## src/rtl/coh_pkg.sv

```systemverilog
`timescale 1ns/1ps
package coh_pkg;
  typedef enum logic [1:0] {
    LS_INV = 2'd0,
    LS_SHR = 2'd1,
    LS_EXC = 2'd2,
    LS_MOD = 2'd3
  } line_st_e;

  typedef enum logic [1:0] {
    BC_READ = 2'd0,
    BC_RDX  = 2'd1,
    BC_INV  = 2'd2,
    BC_WB   = 2'd3
  } bus_cmd_e;

  typedef enum logic [1:0] {
    CS_IDLE  = 2'd0,
    CS_WBACK = 2'd1,
    CS_FETCH = 2'd2,
    CS_UPGR  = 2'd3
  } ctl_st_e;
endpackage

```

## src/rtl/coh_tag_store.sv

```systemverilog
`timescale 1ns/1ps
module coh_tag_store
  import coh_pkg::*;
#(
  parameter int IDX_W = 3,
  parameter int TAG_W = 9
) (
  input  logic             clk,
  input  logic             rst_n,
  input  logic [IDX_W-1:0] a_idx,
  output line_st_e         a_st,
  output logic [TAG_W-1:0] a_tag,
  input  logic [IDX_W-1:0] b_idx,
  output line_st_e         b_st,
  output logic [TAG_W-1:0] b_tag,
  input  logic             s_we,
  input  line_st_e         s_st,
  input  logic             c_we,
  input  line_st_e         c_st,
  input  logic [TAG_W-1:0] c_tag
);
  localparam int LINES = 1 << IDX_W;

  line_st_e         st_all  [LINES];
  logic [TAG_W-1:0] tag_all [LINES];

  for (genvar g = 0; g < LINES; g++) begin : g_line
    line_st_e         st_q, st_d;
    logic [TAG_W-1:0] tag_q;
    logic             sel_s, sel_c;

    assign sel_s = s_we && (b_idx == IDX_W'(g));
    assign sel_c = c_we && (a_idx == IDX_W'(g));

    always_comb begin
      st_d = st_q;
      if (sel_s)      st_d = s_st;
      else if (sel_c) st_d = c_st;
    end

    always_ff @(posedge clk or negedge rst_n) begin
      if (!rst_n) begin
        st_q  <= LS_INV;
        tag_q <= '0;
      end else begin
        if (sel_s || sel_c) st_q <= st_d;
        if (sel_c && !sel_s) tag_q <= c_tag;
      end
    end

    assign st_all[g]  = st_q;
    assign tag_all[g] = tag_q;
  end

  assign a_st  = st_all[a_idx];
  assign a_tag = tag_all[a_idx];
  assign b_st  = st_all[b_idx];
  assign b_tag = tag_all[b_idx];

  // a snoop-driven update is visible in the addressed line next cycle
  assert_snoop_update_lands_R8: assert property (@(posedge clk) disable iff (!rst_n)
    s_we |=> st_all[$past(b_idx)] == $past(s_st));

  // processor-side and snoop-side updates never target one line together
  assert_no_update_clash_R12: assert property (@(posedge clk) disable iff (!rst_n)
    !(s_we && c_we && (a_idx == b_idx)));
endmodule

```

## src/rtl/coh_snoop_resp.sv

```systemverilog
`timescale 1ns/1ps
module coh_snoop_resp
  import coh_pkg::*;
#(
  parameter int TAG_W = 9
) (
  input  logic             snp_valid,
  input  bus_cmd_e         snp_cmd,
  input  logic [TAG_W-1:0] snp_tag,
  input  line_st_e         line_st,
  input  logic [TAG_W-1:0] line_tag,
  output logic             snp_shared,
  output logic             snp_dirty,
  output logic             upd_we,
  output line_st_e         upd_st
);
  logic present;

  assign present = snp_valid && (line_st != LS_INV) && (line_tag == snp_tag);

  always_comb begin
    snp_shared = 1'b0;
    snp_dirty  = 1'b0;
    upd_we     = 1'b0;
    upd_st     = line_st;
    unique case (snp_cmd)
      BC_READ: begin
        snp_shared = present;
        snp_dirty  = present && (line_st == LS_MOD);
        upd_we     = present;
        upd_st     = LS_SHR;
      end
      BC_RDX, BC_INV: begin
        snp_dirty = present && (line_st == LS_MOD);
        upd_we    = present;
        upd_st    = LS_INV;
      end
      default: ;
    endcase
  end
endmodule

```

## src/rtl/coh_miss_fsm.sv

```systemverilog
`timescale 1ns/1ps
module coh_miss_fsm
  import coh_pkg::*;
#(
  parameter int IDX_W = 3,
  parameter int TAG_W = 9,
  localparam int AW   = IDX_W + TAG_W
) (
  input  logic             clk,
  input  logic             rst_n,
  input  logic             cpu_req,
  input  logic             cpu_we,
  input  logic [AW-1:0]    cpu_addr,
  input  logic             snp_block,
  output logic             cpu_ready,
  output logic             cpu_hit,
  output logic             bus_req,
  output bus_cmd_e         bus_cmd,
  output logic [AW-1:0]    bus_addr,
  input  logic             bus_gnt,
  input  logic             bus_shared_in,
  output logic [IDX_W-1:0] look_idx,
  input  line_st_e         line_st,
  input  logic [TAG_W-1:0] line_tag,
  output logic             c_we,
  output line_st_e         c_st,
  output logic [TAG_W-1:0] c_tag
);
  ctl_st_e          cs_q, cs_d;
  logic [AW-1:0]    ra_q;
  logic             rw_q;
  logic             ub_q, ub_d;
  logic             ld_req;
  logic [AW-1:0]    cur_addr;
  logic [TAG_W-1:0] cur_tag;
  logic             match;

  assign cur_addr = (cs_q == CS_IDLE) ? cpu_addr : ra_q;
  assign cur_tag  = cur_addr[AW-1:IDX_W];
  assign look_idx = cur_addr[IDX_W-1:0];
  assign match    = (line_st != LS_INV) && (line_tag == cur_tag);

  always_comb begin
    cs_d      = cs_q;
    ub_d      = ub_q;
    ld_req    = 1'b0;
    cpu_ready = 1'b0;
    cpu_hit   = 1'b0;
    bus_req   = 1'b0;
    bus_cmd   = BC_READ;
    bus_addr  = ra_q;
    c_we      = 1'b0;
    c_st      = LS_MOD;
    c_tag     = cur_tag;
    unique case (cs_q)
      CS_IDLE: begin
        if (cpu_req && !snp_block) begin
          if (match && (!cpu_we || line_st != LS_SHR)) begin
            cpu_ready = 1'b1;
            cpu_hit   = !ub_q;
            ub_d      = 1'b0;
            if (cpu_we && line_st == LS_EXC) c_we = 1'b1;
          end else begin
            ld_req = 1'b1;
            if (match)                  cs_d = CS_UPGR;
            else if (line_st == LS_MOD) cs_d = CS_WBACK;
            else                        cs_d = CS_FETCH;
          end
        end
      end
      CS_WBACK: begin
        if (line_st == LS_MOD) begin
          bus_req  = 1'b1;
          bus_cmd  = BC_WB;
          bus_addr = {line_tag, look_idx};
          if (bus_gnt) begin
            c_we  = 1'b1;
            c_st  = LS_INV;
            c_tag = line_tag;
            ub_d  = 1'b1;
            cs_d  = CS_FETCH;
          end
        end else begin
          cs_d = CS_FETCH;
        end
      end
      CS_FETCH: begin
        bus_req = 1'b1;
        bus_cmd = rw_q ? BC_RDX : BC_READ;
        if (bus_gnt) begin
          c_we = 1'b1;
          c_st = rw_q ? LS_MOD : (bus_shared_in ? LS_SHR : LS_EXC);
          ub_d = 1'b1;
          cs_d = CS_IDLE;
        end
      end
      CS_UPGR: begin
        bus_req = 1'b1;
        bus_cmd = match ? BC_INV : BC_RDX;
        if (bus_gnt) begin
          c_we = 1'b1;
          ub_d = 1'b1;
          cs_d = CS_IDLE;
        end
      end
      default: cs_d = CS_IDLE;
    endcase
  end

  always_ff @(posedge clk or negedge rst_n) begin
    if (!rst_n) begin
      cs_q <= CS_IDLE;
      ra_q <= '0;
      rw_q <= 1'b0;
      ub_q <= 1'b0;
    end else begin
      cs_q <= cs_d;
      ub_q <= ub_d;
      if (ld_req) begin
        ra_q <= cpu_addr;
        rw_q <= cpu_we;
      end
    end
  end

  // a pending fetch or upgrade holds its request and address until grant
  assert_hold_request_R11: assert property (@(posedge clk) disable iff (!rst_n)
    (bus_req && !bus_gnt && bus_cmd != BC_WB) |=> (bus_req && $stable(bus_addr)));

  // a fetch never goes out while a modified line of another tag occupies the slot
  assert_no_dirty_drop_R9: assert property (@(posedge clk) disable iff (!rst_n)
    (bus_req && (bus_cmd == BC_READ || bus_cmd == BC_RDX))
      |-> !(line_st == LS_MOD && line_tag != ra_q[AW-1:IDX_W]));

  // an invalidate is only issued while the own copy is still shared
  assert_upgrade_from_shared_R4: assert property (@(posedge clk) disable iff (!rst_n)
    (bus_req && bus_cmd == BC_INV)
      |-> (line_st == LS_SHR && line_tag == ra_q[AW-1:IDX_W]));
endmodule

```

## src/rtl/coh_line_ctrl.sv

```systemverilog
`timescale 1ns/1ps
module coh_line_ctrl
  import coh_pkg::*;
#(
  parameter int AW    = 12,
  parameter int IDX_W = 3,
  localparam int TAG_W = AW - IDX_W
) (
  input  logic          clk,
  input  logic          rst_n,
  input  logic          cpu_req,
  input  logic          cpu_we,
  input  logic [AW-1:0] cpu_addr,
  output logic          cpu_ready,
  output logic          cpu_hit,
  output logic          bus_req,
  output logic [1:0]    bus_cmd,
  output logic [AW-1:0] bus_addr,
  input  logic          bus_gnt,
  input  logic          bus_shared_in,
  input  logic          snp_valid,
  input  logic [1:0]    snp_cmd,
  input  logic [AW-1:0] snp_addr,
  output logic          snp_shared,
  output logic          snp_dirty
);
  logic [1:0]       rs_q;
  logic             rst_n_int;
  logic [IDX_W-1:0] look_idx;
  line_st_e         a_st, b_st, c_st, s_st;
  logic [TAG_W-1:0] a_tag, b_tag, c_tag;
  logic             c_we, s_we, snp_block;
  bus_cmd_e         fsm_cmd;

  always_ff @(posedge clk or negedge rst_n) begin
    if (!rst_n) rs_q <= 2'b00;
    else        rs_q <= {rs_q[0], 1'b1};
  end
  assign rst_n_int = rs_q[1];

  assign snp_block = snp_valid && (snp_addr[IDX_W-1:0] == cpu_addr[IDX_W-1:0]);
  assign bus_cmd   = fsm_cmd;

  coh_tag_store #(.IDX_W(IDX_W), .TAG_W(TAG_W)) store_i (
    .clk   (clk),
    .rst_n (rst_n_int),
    .a_idx (look_idx),
    .a_st  (a_st),
    .a_tag (a_tag),
    .b_idx (snp_addr[IDX_W-1:0]),
    .b_st  (b_st),
    .b_tag (b_tag),
    .s_we  (s_we),
    .s_st  (s_st),
    .c_we  (c_we),
    .c_st  (c_st),
    .c_tag (c_tag)
  );

  coh_snoop_resp #(.TAG_W(TAG_W)) snoop_i (
    .snp_valid  (snp_valid),
    .snp_cmd    (bus_cmd_e'(snp_cmd)),
    .snp_tag    (snp_addr[AW-1:IDX_W]),
    .line_st    (b_st),
    .line_tag   (b_tag),
    .snp_shared (snp_shared),
    .snp_dirty  (snp_dirty),
    .upd_we     (s_we),
    .upd_st     (s_st)
  );

  coh_miss_fsm #(.IDX_W(IDX_W), .TAG_W(TAG_W)) fsm_i (
    .clk           (clk),
    .rst_n         (rst_n_int),
    .cpu_req       (cpu_req),
    .cpu_we        (cpu_we),
    .cpu_addr      (cpu_addr),
    .snp_block     (snp_block),
    .cpu_ready     (cpu_ready),
    .cpu_hit       (cpu_hit),
    .bus_req       (bus_req),
    .bus_cmd       (fsm_cmd),
    .bus_addr      (bus_addr),
    .bus_gnt       (bus_gnt),
    .bus_shared_in (bus_shared_in),
    .look_idx      (look_idx),
    .line_st       (a_st),
    .line_tag      (a_tag),
    .c_we          (c_we),
    .c_st          (c_st),
    .c_tag         (c_tag)
  );
endmodule

```

## config.mk

```make
export PLATFORM = sky130hd
export DESIGN_NAME = coh_line_ctrl
export DESIGN_NICKNAME = d
export VERILOG_FILES = /design/src/rtl/coh_pkg.sv /design/src/rtl/coh_tag_store.sv /design/src/rtl/coh_snoop_resp.sv /design/src/rtl/coh_miss_fsm.sv /design/src/rtl/coh_line_ctrl.sv
export SDC_FILE = /design/constraint.sdc
export NUM_CORES = 1
export LEC_CHECK = 0
export BUFFER_PORTS_ARGS = -buffer_cell sky130_fd_sc_hd__buf_2
export CORE_ASPECT_RATIO = 1.75
export CORE_MARGIN = 1.5
export CORE_UTILIZATION = 50
export DETAILED_ROUTE_END_ITERATION = 8
export GPL_TIMING_DRIVEN = 0
export PLACE_DENSITY_LB_ADDON = 0.05
export SYNTH_ARGS = -nofsm -noshare
export SYNTH_HDL_FRONTEND = slang
export SYNTH_SLANG_ARGS = --single-unit
```

## constraint.sdc

```tcl
create_clock -name clk -period 5.3 [get_ports clk]
set_input_delay 0.53 -clock clk [delete_from_list [all_inputs] [get_ports clk]]
set_output_delay 0.53 -clock clk [all_outputs]
set_load 0.02 [all_outputs]
```

======== Word level (Yosys, flattened, before mapping) ========
Index checks and enable logic that the tools add are counted.
word-level totals
  bits in registers ....................... 106
  input bits .............................. 33
  output and inout port bits .............. 19
  logic and storage cells ................. 214
cells by class
  $lt $le $gt $ge ......................... 2
  equality and inequality tests ........... 32
  muxes and demuxes ....................... 78
  bitwise gates (word level) .............. 2
  reduce and logical (&&, ||, !) cells .... 79
operators with widths
  kind                  number
  $mux W2               34
  $mux W9               7
  $bmux W9 S3           2
  $mux W12              3
  $logic_and A1 B1 Y1   32
  $eq A3 B3 Y1 const B  8
  $mux W1               23
  $reduce_bool A2 Y1    10
  $eq A9 B9 Y1          2
  $reduce_and A2 Y1     8
  $bmux W2 S3           2
  $eq A2 B2 Y1 const B  6
  $eq A3 B2 Y1 const B  4
  $pmux W2 S3           2
  $logic_not A1 Y1      11
  $logic_or A1 B1 Y1    9
  $ge A4 B4 Y1 const B  2
  $not A3 Y4            2
  $pmux W2 S2           2
  $eq A3 B1 Y1 const B  2
  $logic_not A3 Y1      2
  $ne A2 B1 Y1 const B  3
  $ne A2 B2 Y1 const B  3
  $pmux W1 S3           2
  9 further kinds       12

======== Depth between registers and ports, before layout ========
Gate-level depths: netlist of run 1.
  depth after elaboration ................. 15
  depth in mapped cells ................... 17
  mapped depth without buffers ............ 11

======== Cells and area by module ========
A second synthesis of run 1 with hierarchy kept.
second synthesis, totals
  cells, all modules ...................... 530
  area total of the unflattened synthesis .. 6849.1 um^2
by module, submodules not included
  module          times used  cells each  area an instance (um^2)  sequential area each (um^2)
  coh_tag_store   1           326         5167.5                   2202.1
  coh_miss_fsm    1           172         1420.1                   400.4
  coh_snoop_resp  1           25          172.7                    0.0
  coh_line_ctrl   1           7           88.8                     50.0

======== Least setup slack after synthesis of run 1 ========
No wires, ideal clock.
  path kind ............................... in2out
  from .................................... input port snp_addr[0]
  to ...................................... output port snp_dirty
  arrival ................................. 3.490 ns
  data required time ...................... 4.770 ns
  path slack .............................. 1.280 ns
  stages on the path ...................... 8
  path buffers ............................ 2
  cells stage by stage .................... buf_2 buf_2 mux4_2 mux2i_1 xnor2_1 nor4_1 nand4_1 a2111oi_0
on the way
  longest elaborated chain between the ends .. 9
  elaborated cells on any way between the ends .. 14
  classes of those cells .................. 2 x eq/ne; 7 x mux; 1 x bitwise; 4 x reduce/logical
RTL lines
  element                                              line                                        text
  from (decl)                                          coh_line_ctrl.sv:23                         input logic [AW-1:0] snp_addr,
  $not A3 Y4 (not written as such) (*)                 coh_tag_store.sv:57, coh_tag_store.sv:58
  branches (longest 6 deep; another with $bmux W9 S3)  --
  $logic_and A1 B1 Y1 (*)                              coh_snoop_resp.sv:29, coh_snoop_resp.sv:34
  $mux W1 (*)                                          --
  to (decl)                                            coh_line_ctrl.sv:25                         output logic snp_dirty
Mark *: on every way between the ends. The select of a mux whose other input is x is not followed.

======== Worst setup path in the final report of run 1 ========
  from .................................... register fsm_i.cs_q[0]
  to ...................................... register store_i.g_line[2].tag_q[8]
on the way
  longest elaborated chain between the ends .. 14
  elaborated cells on any way between the ends .. 33
  classes of those cells .................. 8 x eq/ne; 15 x mux; 1 x bitwise; 9 x reduce/logical
RTL lines
  element                                                                 line                                      text
  from (decl)                                                             coh_miss_fsm.sv:29                        ctl_st_e cs_q, cs_d;
  from (signal assigned)                                                  coh_miss_fsm.sv:117                       cs_q <= cs_d;
  $logic_not A2 Y1                                                        coh_miss_fsm.sv:38, coh_miss_fsm.sv:55
  $mux W12                                                                coh_miss_fsm.sv:38                        assign cur_addr = (cs_q == CS_IDLE) ? cpu_addr : ra_q;
  $not A3 Y4 (not written as such)                                        coh_tag_store.sv:55, coh_tag_store.sv:56
  $bmux W9 S3 or $bmux W2 S3 (tied branches)                              coh_tag_store.sv:56, coh_tag_store.sv:55
  $mux W9 (not written as such) or $mux W2 (tied branches) (2 in series)  coh_tag_store.sv:56, coh_tag_store.sv:55
  $eq A9 B9 Y1 (tied with other cells)                                    coh_miss_fsm.sv:41                        assign match = (line_st != LS_INV) && (line_tag == cur_tag);
  $logic_and A1 B1 Y1 (tied with other cells)                             coh_miss_fsm.sv:41
  $logic_and A1 B1 Y1 or $mux W1 (tied branches)                          coh_miss_fsm.sv:58, coh_miss_fsm.sv:62
  $mux W1                                                                 coh_miss_fsm.sv:58                        if (match && (!cpu_we || line_st != LS_SHR)) begin
  $mux W1                                                                 coh_miss_fsm.sv:57                        if (cpu_req && !snp_block) begin
  $pmux W1 S3                                                             coh_miss_fsm.sv:55                        unique case (cs_q)
  $logic_and A1 B1 Y1                                                     coh_tag_store.sv:33                       assign sel_c = c_we && (a_idx == IDX_W'(g));
  $logic_and A1 B1 Y1                                                     coh_tag_store.sv:47                       if (sel_c && !sel_s) tag_q <= c_tag;
  to (signal assigned)                                                    coh_tag_store.sv:47
  to (decl)                                                               coh_tag_store.sv:29                       logic [TAG_W-1:0] tag_q;
Parallel ways exist; a longest one is shown, timed or not. The select of a mux whose other input is x is not followed.
A chain may end at the register's enable or synchronous reset.

==> results.md, run 1 <==
- Status: finished clean
- Fraction of layout cells with a size suffix above 1: 33.2%
- Final period util: 98.9%
- Fmax: 191 MHz
- Worst Hold Class: reg2reg
- Antenna viol nets, final: 0
- Final setup viols: 0
- Distinct cells, synth: 82
- CP Cell Sequence: inv_1 -> ha_1 -> buf_6 -> buf_6 -> mux2i_2 -> nand2_1 -> o221a_2 -> a21oi_1 -> xnor2_1 -> nand4_2 -> o31ai_1 -> clkbuf_1 -> nand3_2 -> mux2_2
- Critical path class: reg2reg
- Max VDD drop: 256 uV
- Minimum clock period: 5.24 ns
- Max FO, Critical Path: 10
- GPL Wtd Cong: 0.956
- Largest net degree at the start of global routing: 58
- PD cells: 630 nW/um2
- Inserted Clock Buffers: 9
- DP HPWL: 18,900 um
- DR vias: 6,386
- Initial Util: 51.3%
- Total grt overflow: 0
- WP buf/inv: 4
- Fill cell count: 1,267
- Residual DRC: 0
- Post-synth top flop: dfrtp_1
- Cell area after placement: 7870 um2
- Worst skew pair latency: 0.37 ns
- Number of global-route vias before repair: 6,415
- CP Data Required Time: 5.54 ns
- Clock transition at the registers of the reported paths: 0.08 ns
- Seq cells post-synth: 106
- Row count: 58
- Setup crit start kind: register
- Die Wd: 94.8 um
- Setup Skew: 0.0133 ns
- Asr flop ratio synth: 100%
- Die Area: 15,500 um2
- Yosys Warn Count: 0
- Total track usage: 34.6%
- Crit path arrival time: 5.48 ns
- Routed length per instance: 27.4 um
- Fin nets: 786
- H-tree Lvls: 3
- TritonCTS clock tree: yes
- Finished Cell Area: 8230 um2
- # Max-Cap Violations: 0
- Die H: 164 um
- Syn Nets: 724
- Sink Count: 106
- Crit-path max cell delay: 0.59 ns
- Initial antenna violation count: 0
- I/O pin cnt: 52
- Mean post-synth cell area: 10.7 um2
- Slew headroom: 40.7%
- Antenna diodes: 0
- Clk buf depth: 2
- Mapped cell area: 7370 um2
- Iteration-0 DRC Markers: 531
- CP top delay family: compound AO/OA/AOI/OAI gates
- CP dominant cell by count: buf_6
- Routed vias/inst: 6.84
- WL final: 25,500 um
- Fin. max-slew vios: 0
- CP Capture Type: register
- Sequential cell area fraction in the yosys report: 36.0%
- Leak Pwr: 3.50 nW
- Final core occ: 57.3%
- Root buf cell: clkbuf_16
- Placeable Area: 14,400 um2
- Synth Instances: 686
- Actual slew at the worst max-slew pin: 0.887 ns
- I/O Buffers: 48
- Final Hold Fails: 0
- EDFF count, synth: 0
- RSZ-0062 raised after global routing: yes
- DR pass1 iterations: 5
- CP max-delay cell: o31ai_1
- Global-route wire length before repair: 38,700 um
- Area growth from synthesis to layout: 11.6%
-- power breakdown --
| group | switching [mW] | internal, mW |
|---|---|---|
| Clock | 0.347 | 0.332 |
| Combinational | 1.73 | 1.26 |
| Sequential | 0.351 | 1.16 |
| Total | 2.43 | 2.76 |
-- cells in the final DEF (no fill, tap or decap), drive strengths merged, types with 19 or more instances in the layout --
| cell type | instances |
|---|---|
| nand2 | 39 |
| nor2 | 27 |
| a21oi | 40 |
| nor3 | 27 |
| mux2 | 101 |
| clkbuf | 25 |
| mux4 | 26 |
| inv | 19 |
| buf | 80 |
| mux2i | 39 |
| dfrtp | 106 |
| o21ai | 29 |
-- state kept, by name (all words and copies together) (netlist names) --
signal / flops
store_i.g_line.st_q: 16
fsm_i.cs_q: 2
store_i.g_line.tag_q: 72
fsm_i.ra_q: 12
rs_q: 2
fsm_i.rw_q: 1
fsm_i.ub_q: 1
-- Yosys cell counts (3+ instances only) --
master / n / area [um2]
a211oi_1: 6 / 45.0
a21o_1: 3 / 22.5
a21oi_1: 39 / 195
a221oi_1: 3 / 26.3
a22oi_1: 5 / 37.5
a2bb2oi_1: 3 / 26.3
a31oi_1: 5 / 31.3
a32oi_1: 3 / 26.3
and2_1: 3 / 18.8
and3_1: 9 / 56.3
buf_2: 16 / 80.1
buf_4: 3 / 22.5
buf_6: 8 / 90.1
clkbuf_1: 15 / 56.3
dfrtp_1: 106 / 2650
ha_1: 5 / 62.6
inv_1: 15 / 56.3
mux2_2: 100 / 1130
mux2i_1: 39 / 390
mux4_2: 26 / 586
nand2_1: 39 / 146
nand2b_1: 8 / 50.1
nand3_1: 13 / 65.1
nand3b_1: 6 / 45.0
nand4_1: 4 / 25.0
nor2_1: 26 / 97.6
nor3_1: 27 / 135
nor3b_1: 6 / 45.0
nor4_1: 4 / 25.0
nor4b_1: 4 / 35.0
o21a_1: 4 / 30.0
o21ai_0: 29 / 145
o22ai_1: 10 / 62.6
o31ai_1: 6 / 45.0
or2_2: 3 / 18.8
or3_1: 8 / 50.1
xnor2_1: 13 / 114
xor2_1: 6 / 52.6
-- kinds of logic after synthesis --
logic type	count (synthesis)	share of synthesized area [%]
AO/OA/AOI/OAI	152	14.7
adder cells (fa/ha/maj)	5	0.849
AND/OR/NAND/NOR	176	12.9
flip-flops	106	36.0
other	1	0.0509
buffers and inverters	61	4.50
XOR/XNOR	19	2.26
multiplexers	166	28.7
-- per-stage QoR --
stage	power, mW	setup slack (ns)	hold WS, ns	setup TNS, ns	cells
6_report	5.18	0.0601	0.363	0	933
5_1_grt	5.44	-0.0248	0.373	-0.137	933
4_1_cts	5.11	0.0589	0.364	0	932
3_5_place_dp	4.42	-0.481	0.316	-17.81	915
3_3_place_gp	4.34	-0.368	0.314	-12.02	914
2_1_floorplan	3.51	1.28	0.234	0	686
-- cell type report --
cell class	count	area [um2]	area share (%)
Sequential cell	106	2660	32.3
Tap cell	180	225	2.74
Clock buffer	10	229	2.78
Multi-Input combinational cell	519	4430	53.8
Clock inverter	6	61.3	0.745
Buffer	45	272	3.30
Timing Repair Buffer	51	298	3.62
Inverter	16	60.1	0.730
-- routing by layer --
layer	global-route usage [%]	vias to the layer above	wire length, um
met2	55.6	309	12600
met3	5.77	121	1670
met4	25.2	0	1890
li1	-	2749	-
met1	40.9	3207	9400
met5	0	-	0
-- final timing paths --
path | depth (start not counted) | start | to | slack [ns]
min | 0 | rs_q[0]$_DFF_PN0_ | rs_q[1]$_DFF_PN0_ | 0.36
max reg2reg | 14 | fsm_i.cs_q[0]$_DFFE_PN0P_ | store_i.g_line[2].tag_q[8]$_DFFE_PN0P_ | 0.06
max in group asynchronous | 1 | rs_q[1]$_DFF_PN0_ | store_i.g_line[7].tag_q[4]$_DFFE_PN0P_ | 4.18
min reg2reg | 0 | rs_q[0]$_DFF_PN0_ | rs_q[1]$_DFF_PN0_ | 0.36
max | 14 | fsm_i.cs_q[0]$_DFFE_PN0P_ | store_i.g_line[2].tag_q[8]$_DFFE_PN0P_ | 0.06
min in group asynchronous | 0 | rs_q[1]$_DFF_PN0_ | store_i.g_line[3].tag_q[3]$_DFFE_PN0P_ | 0.37
-- timing repair --
action,in CTS,in global routing
hold endpoints to repair,2,0
hold buffers,1,0
gates resized for setup,5,3
buffers inserted,0,1
cloned,0,0
pin swaps,0,2
setup endpoints to repair,37,76
Power figures use the tool's default switching activity.
==> run 2, diff against run 1 <==
--- a/config.mk
+++ b/config.mk
@@ -7,7 +7,6 @@
 export LEC_CHECK = 0
 export BUFFER_PORTS_ARGS = -buffer_cell sky130_fd_sc_hd__buf_2
 export CORE_ASPECT_RATIO = 1.75
-export CORE_MARGIN = 1.5
 export CORE_UTILIZATION = 50
 export DETAILED_ROUTE_END_ITERATION = 8
 export GPL_TIMING_DRIVEN = 0
==> results.md, run 2 (same netlist as run 1, synthesis figures left out) <==
- Status: finished clean
- Die H: 163 um
- Most frequent cells in the layout: 105 x dfrtp_1, 100 x mux2_2, 64 x buf_2, 39 x nand2_1, 39 x a21oi_1
- PD cells: 635 nW/um2
- Antenna diodes: 0
- Die Wd: 93.8 um
- CP Capture Type: register
- Fmax: 199 MHz
- Crit path setup slack, layout: 0.277 ns
- Antenna viol nets, final: 0
- H-tree Lvls: 3
- Worst Hold Class: reg2async
- Commonest non-fill, non-tap cell in the layout: dfrtp_1
- Critical path class: reg2reg
- Worst skew pair latency: 0.37 ns
- WL final: 25,800 um
- Crit-path max cell delay: 0.61 ns
- Row count: 58
- Max reg flops: 72
- Setup crit start kind: register
- Critical path launch point: fsm_i.cs_q[0]$_DFFE_PN0P_
- Crit path arrival time: 5.29 ns
- Slew headroom: 42.2%
- Initial antenna violation count: 0
- I/O Buffers: 48
- Placeable Area: 14,400 um2
- Largest net degree at the start of global routing: 73
- Iteration-0 DRC Markers: 570
- DP Worst Slack: -0.409 ns
- Register-to-Register Setup Slack: 0.28 ns
- Final Hold Fails: 0
- Fin nets: 787
- Number of global-route vias before repair: 6,661
- GPL Wtd Cong: 0.959
- CP Cell Sequence: inv_1 -> ha_1 -> buf_6 -> buf_6 -> mux2i_2 -> nand2_1 -> o221a_2 -> a21oi_1 -> xnor2_1 -> nand4_2 -> o31ai_1 -> clkbuf_2 -> clkbuf_1 -> a21oi_1 -> a211oi_1
- Root buf cell: clkbuf_16
- Critical path depth: 15
- Sink Count: 106
- Total grt overflow: 0
- Max FO, Critical Path: 10
- Leak Pwr: 3.53 nW
- RSZ-0062 raised after global routing: no
- CP endpoint: store_i.g_line[4].st_q[1]$_DFFE_PN0P_
- Total track usage: 35.6%
- Global-route wire length before repair: 38,900 um
- DR pass1 iterations: 5
- DP HPWL: 19,100 um
- Initial Util: 51.3%
- Top reg by flops: store_i.g_line.tag_q
- Fin Setup TNS: 0 ns
- Biggest regs: store_i.g_line.tag_q x72, store_i.g_line.st_q x16, fsm_i.ra_q x12
- TritonCTS clock tree: yes
- Clock transition at the registers of the reported paths: 0.08 ns
- Area growth from synthesis to layout: 12.6%
- Final period util: 94.8%
- DR vias: 6,357
- RR Startpoint: fsm_i.cs_q[0]$_DFFE_PN0P_
- Actual slew at the worst max-slew pin: 0.843 ns
- Fin. max-slew vios: 0
- Max VDD drop: 242 uV
- Routed length per instance: 27.6 um
- R2r worst-path depth: 15
- # Max-Cap Violations: 0
- Final setup viols: 0
- CP max-delay cell: o31ai_1
- CP Data Required Time: 5.56 ns
- Residual DRC: 0
- CP top delay family: compound AO/OA/AOI/OAI gates
- WP buf/inv: 5
- Die Area: 15,200 um2
- Fraction of layout cells with a size suffix above 1: 33.4%
- Routed vias/inst: 6.81
- Setup Skew: 0.0132 ns
- I/O pin cnt: 52
- Clk buf depth: 2
- Inserted Clock Buffers: 9
- Reg-to-reg endpoint: store_i.g_line[4].st_q[1]$_DFFE_PN0P_
- Minimum clock period: 5.02 ns
[run 2: what timing repair did]
item / in CTS / in global routing
endpoints found under the setup margin: 55 / 73
resized for setup: 5 / 8
buffers inserted: 1 / 1
hold endpoints to repair: 2 / 0
pin swaps: 1 / 1
hold buffers: 1 / 0
[run 2: metal layers]
layer | GRT usage (%) | part of all wire (%) | vias to the layer above
li1 | - | - | 2748
met1 | 40.0 | 36 | 3185
met2 | 59.9 | 50 | 305
met3 | 6.12 | 6.0 | 119
met4 | 25.8 | 7.7 | 0
met5 | 0 | 0 | -
[run 2: power breakdown]
group,switching (mW),internal [mW]
combinational,1.76,1.28
sequential,0.345,1.16
clock,0.348,0.379
[run 2: area by class of cell]
class	count	area, um2
Fill cell	1274	6070
Clock inverter	6	83.8
Buffer	45	273
Timing Repair Buffer	52	318
Tap cell	180	225
Inverter	16	60.1
Sequential cell	106	2660
Clock buffer	10	229
Multi-Input combinational cell	519	4460
[run 2: worst reg2reg max path: cells and delay by family (launching register included)]
kind                       cells  cell delay [ns]
AOI/OAI and AO/OA              5             1.77
buffers and inverters          5             1.33
and+or+nand+nor                2             0.56
muxes                          1             0.47
DFF                            1             0.40
adders and majority gates      1             0.19
xor gates and xnor gates       1             0.19
[run 2: worst min-delay path by stage]
stage,startpoint,end,slack [ns],cells after the start
after global routing,rs_q[1]$_DFF_PN0_,store_i.g_line[1].tag_q[3]$_DFFE_PN0P_,0.34,0
final,rs_q[1]$_DFF_PN0_,store_i.g_line[2].tag_q[3]$_DFFE_PN0P_,0.30,0
after global placement,rst_n,rs_q[0]$_DFF_PN0_,0.31,1
after detailed placement,rst_n,rs_q[0]$_DFF_PN0_,0.32,1
after floorplan,rst_n,rs_q[0]$_DFF_PN0_,0.23,0
after CTS,rs_q[1]$_DFF_PN0_,store_i.g_line[2].tag_q[3]$_DFFE_PN0P_,0.33,0
[run 2: through the flow]
stage	cell area [um2]	instances	hold slack [ns]	util (%)	power, mW
2_1_floorplan	7370	686	0.234	-	3.51
3_3_place_gp	7840	914	0.314	54.5	4.35
3_5_place_dp	7870	915	0.317	54.7	4.43
4_1_cts	8230	933	0.329	57.3	5.17
5_1_grt	8300	934	0.340	57.8	5.54
6_report	8300	934	0.302	57.8	5.27
==> run 3, diff against run 2 <==
--- a/config.mk
+++ b/config.mk
@@ -11,6 +11,7 @@
 export DETAILED_ROUTE_END_ITERATION = 8
 export GPL_TIMING_DRIVEN = 0
 export PLACE_DENSITY_LB_ADDON = 0.05
+export REMOVE_ABC_BUFFERS = 1
 export SYNTH_ARGS = -nofsm -noshare
 export SYNTH_HDL_FRONTEND = slang
 export SYNTH_SLANG_ARGS = --single-unit
==> results.md, run 3 (same netlist as run 1, synthesis figures left out) <==
- Critical path depth: 12
- Global-route wire length before repair: 37,100 um
- Final Hold Fails: 0
- Fmax: 196 MHz
- Most frequent cells in the layout: 103 x dfrtp_1, 100 x mux2_2, 51 x buf_2, 38 x nand2_1, 38 x a21oi_1
- Combinational share of power: 55.8%
- CP Capture Type: register
- CP Data Required Time: 5.53 ns
- Crit-path max cell delay: 0.88 ns
- Clock share of power: 13.6%
- Antenna diodes: 0
- Critical path class: reg2reg
- Clk buf depth: 2
- Fin nets: 752
- Non-Filler Instances: 899
- Inserted Clock Buffers: 9
- Row count: 58
- # Max-Cap Violations: 0
- Final period util: 96.4%
- I/O Buffers: 51
- Max reg flops: 72
- Worst Hold Class: reg2reg
- DP HPWL: 17,000 um
- Setup crit start kind: register
- Top reg by flops: store_i.g_line.tag_q
- Status: finished clean
- Max VDD drop: 262 uV
- RR Startpoint: fsm_i.cs_q[0]$_DFFE_PN0P_
- CP endpoint: store_i.g_line[3].tag_q[6]$_DFFE_PN0P_
- Total grt overflow: 0
- R2r worst-path depth: 12
- Fraction of layout cells with a size suffix above 1: 33.5%
- RSZ-0062 raised after global routing: no
- Psw: 2.37 mW
- Routed length per instance: 27.2 um
- CP top delay family: simple AND/OR/NAND/NOR gates
- CP Cell Sequence: inv_1 -> ha_2 -> buf_12 -> mux2i_4 -> nand2_1 -> o221a_2 -> a21oi_1 -> xnor2_1 -> nand4_2 -> o31ai_4 -> or4b_1 -> mux2_2
- Fin. max-slew vios: 0
- Critical path launch point: fsm_i.cs_q[0]$_DFFE_PN0P_
- Max FO, Critical Path: 40
- WP buf/inv: 2
- Area growth from synthesis to layout: 10.6%
- Total track usage: 33.3%
- Internal power: 2.76 mW
- Placeable Area: 14,400 um2
- DR vias: 6,215
- Iteration-0 DRC Markers: 466
- Clock transition at the registers of the reported paths: 0.08 ns
- Die Wd: 93.8 um
- DR pass1 iterations: 5
- Minimum clock period: 5.11 ns
- Die H: 163 um
- Fill cell count: 1,234
- CP max-delay cell: or4b_1
- Initial Util: 51.3%
- Slew headroom: 23.9%
- Root buf cell: clkbuf_16
- PD cells: 630 nW/um2
- Number of global-route vias before repair: 6,458
- Commonest non-fill, non-tap cell in the layout: dfrtp_1
- Setup Skew: 0.0137 ns
- Sw Ratio: 46.2%
- Leak Pwr: 3.43 nW
- GPL Wtd Cong: 0.940
- Largest net degree at the start of global routing: 60
- WL final: 24,400 um
- Initial antenna violation count: 0
- I/O pin cnt: 52
- TritonCTS clock tree: yes
- Placed cell count: 878
- Routed vias/inst: 6.91
- Antenna viol nets, final: 0
- H-tree Lvls: 3
- Register-to-Register Setup Slack: 0.19 ns
- Worst skew pair latency: 0.35 ns
- Sink Count: 106
- Crit path arrival time: 5.34 ns
- Reg-to-reg endpoint: store_i.g_line[3].tag_q[6]$_DFFE_PN0P_
- Residual DRC: 0
- Actual slew at the worst max-slew pin: 1.13 ns
- Reg power frac: 30.7%
- Die Area: 15,200 um2
- Biggest regs: store_i.g_line.tag_q x72, store_i.g_line.st_q x16, fsm_i.ra_q x12
- Power Total: 5.14 mW
- Final setup viols: 0
==> run 3: cell count changes in the layout (fill, tap and decap cells not counted), sizes merged <==
cell,change
buf,-20
clkbuf,-13
clkinv,-1
clkinvlp,+1
inv,-2
==> run 3: how the worst min path moves through the flow <==
stage / from / to / slack, ns / cells past startpoint
finish: rs_q[0]$_DFF_PN0_ / rs_q[1]$_DFF_PN0_ / 0.36 / 0
global route: rs_q[0]$_DFF_PN0_ / rs_q[1]$_DFF_PN0_ / 0.38 / 0
CTS: rs_q[0]$_DFF_PN0_ / rs_q[1]$_DFF_PN0_ / 0.37 / 0
detailed placement: rst_n / rs_q[0]$_DFF_PN0_ / 0.32 / 1
global placement: rst_n / rs_q[0]$_DFF_PN0_ / 0.31 / 1
floorplan: rst_n / rs_q[0]$_DFF_PN0_ / 0.23 / 0
==> run 3: final cells by class <==
type	instances	area (um2)	share of cell area (%)
Multi-Input combinational cell	519	4490	55.0
Clock inverter	4	51.3	0.629
Inverter	16	60.1	0.737
Sequential cell	106	2660	32.6
Tap cell	180	225	2.76
Timing Repair Buffer	62	425	5.22
Clock buffer	12	246	3.02
==> run 3: what timing repair did <==
item,CTS,global route
pin swaps,2,1
resized for setup,9,8
endpoints found under the hold margin,2,0
setup endpoints to repair,79,66
buffers inserted,3,1
hold buffers,1,0
==> run 3: per-layer routing <==
metal  GRT usage, %  vias up  wire, um
met5              0        -         0
met4           23.2        0      1750
met3           6.63      122      1610
met2           55.4      328     12000
met1           37.7     3092      9030
li1               -     2673         -
==> run 3: worst reg2reg max path, delay by kind of cell, from the launching register on <==
kind	cells	cell delay, ns
muxes	2	0.88
DFF	1	0.41
adders and majority gates	1	0.35
AOI/OAI and AO/OA	3	1.17
and+or+nand+nor	3	1.49
buffers and inverters	2	0.43
xor gates and xnor gates	1	0.26
==> run 3: metrics by stage <==
stage	setup TNS [ns]	worst slack (ns)	instance area, um2	utilization (%)	hold slack [ns]
2_1_floorplan	-6.78	-0.643	7100	-	0.234
3_3_place_gp	-289.59	-4.38	7580	52.7	0.315
3_5_place_dp	-35.88	-0.805	7700	53.6	0.316
4_1_cts	0	0.0554	8100	56.3	0.368
5_1_grt	0	0.0238	8150	56.7	0.384
6_report	0	0.193	8150	56.7	0.362
==> run 3: power groups by stage <==
stage	sequential [mW]	combinational [mW]	clock, mW
after floorplan	1.42	1.96	0
after global placement	1.54	2.64	0
after detailed placement	1.57	2.75	0
after CTS	1.56	2.79	0.708
after global routing	1.62	3.03	0.740
final	1.57	2.86	0.697
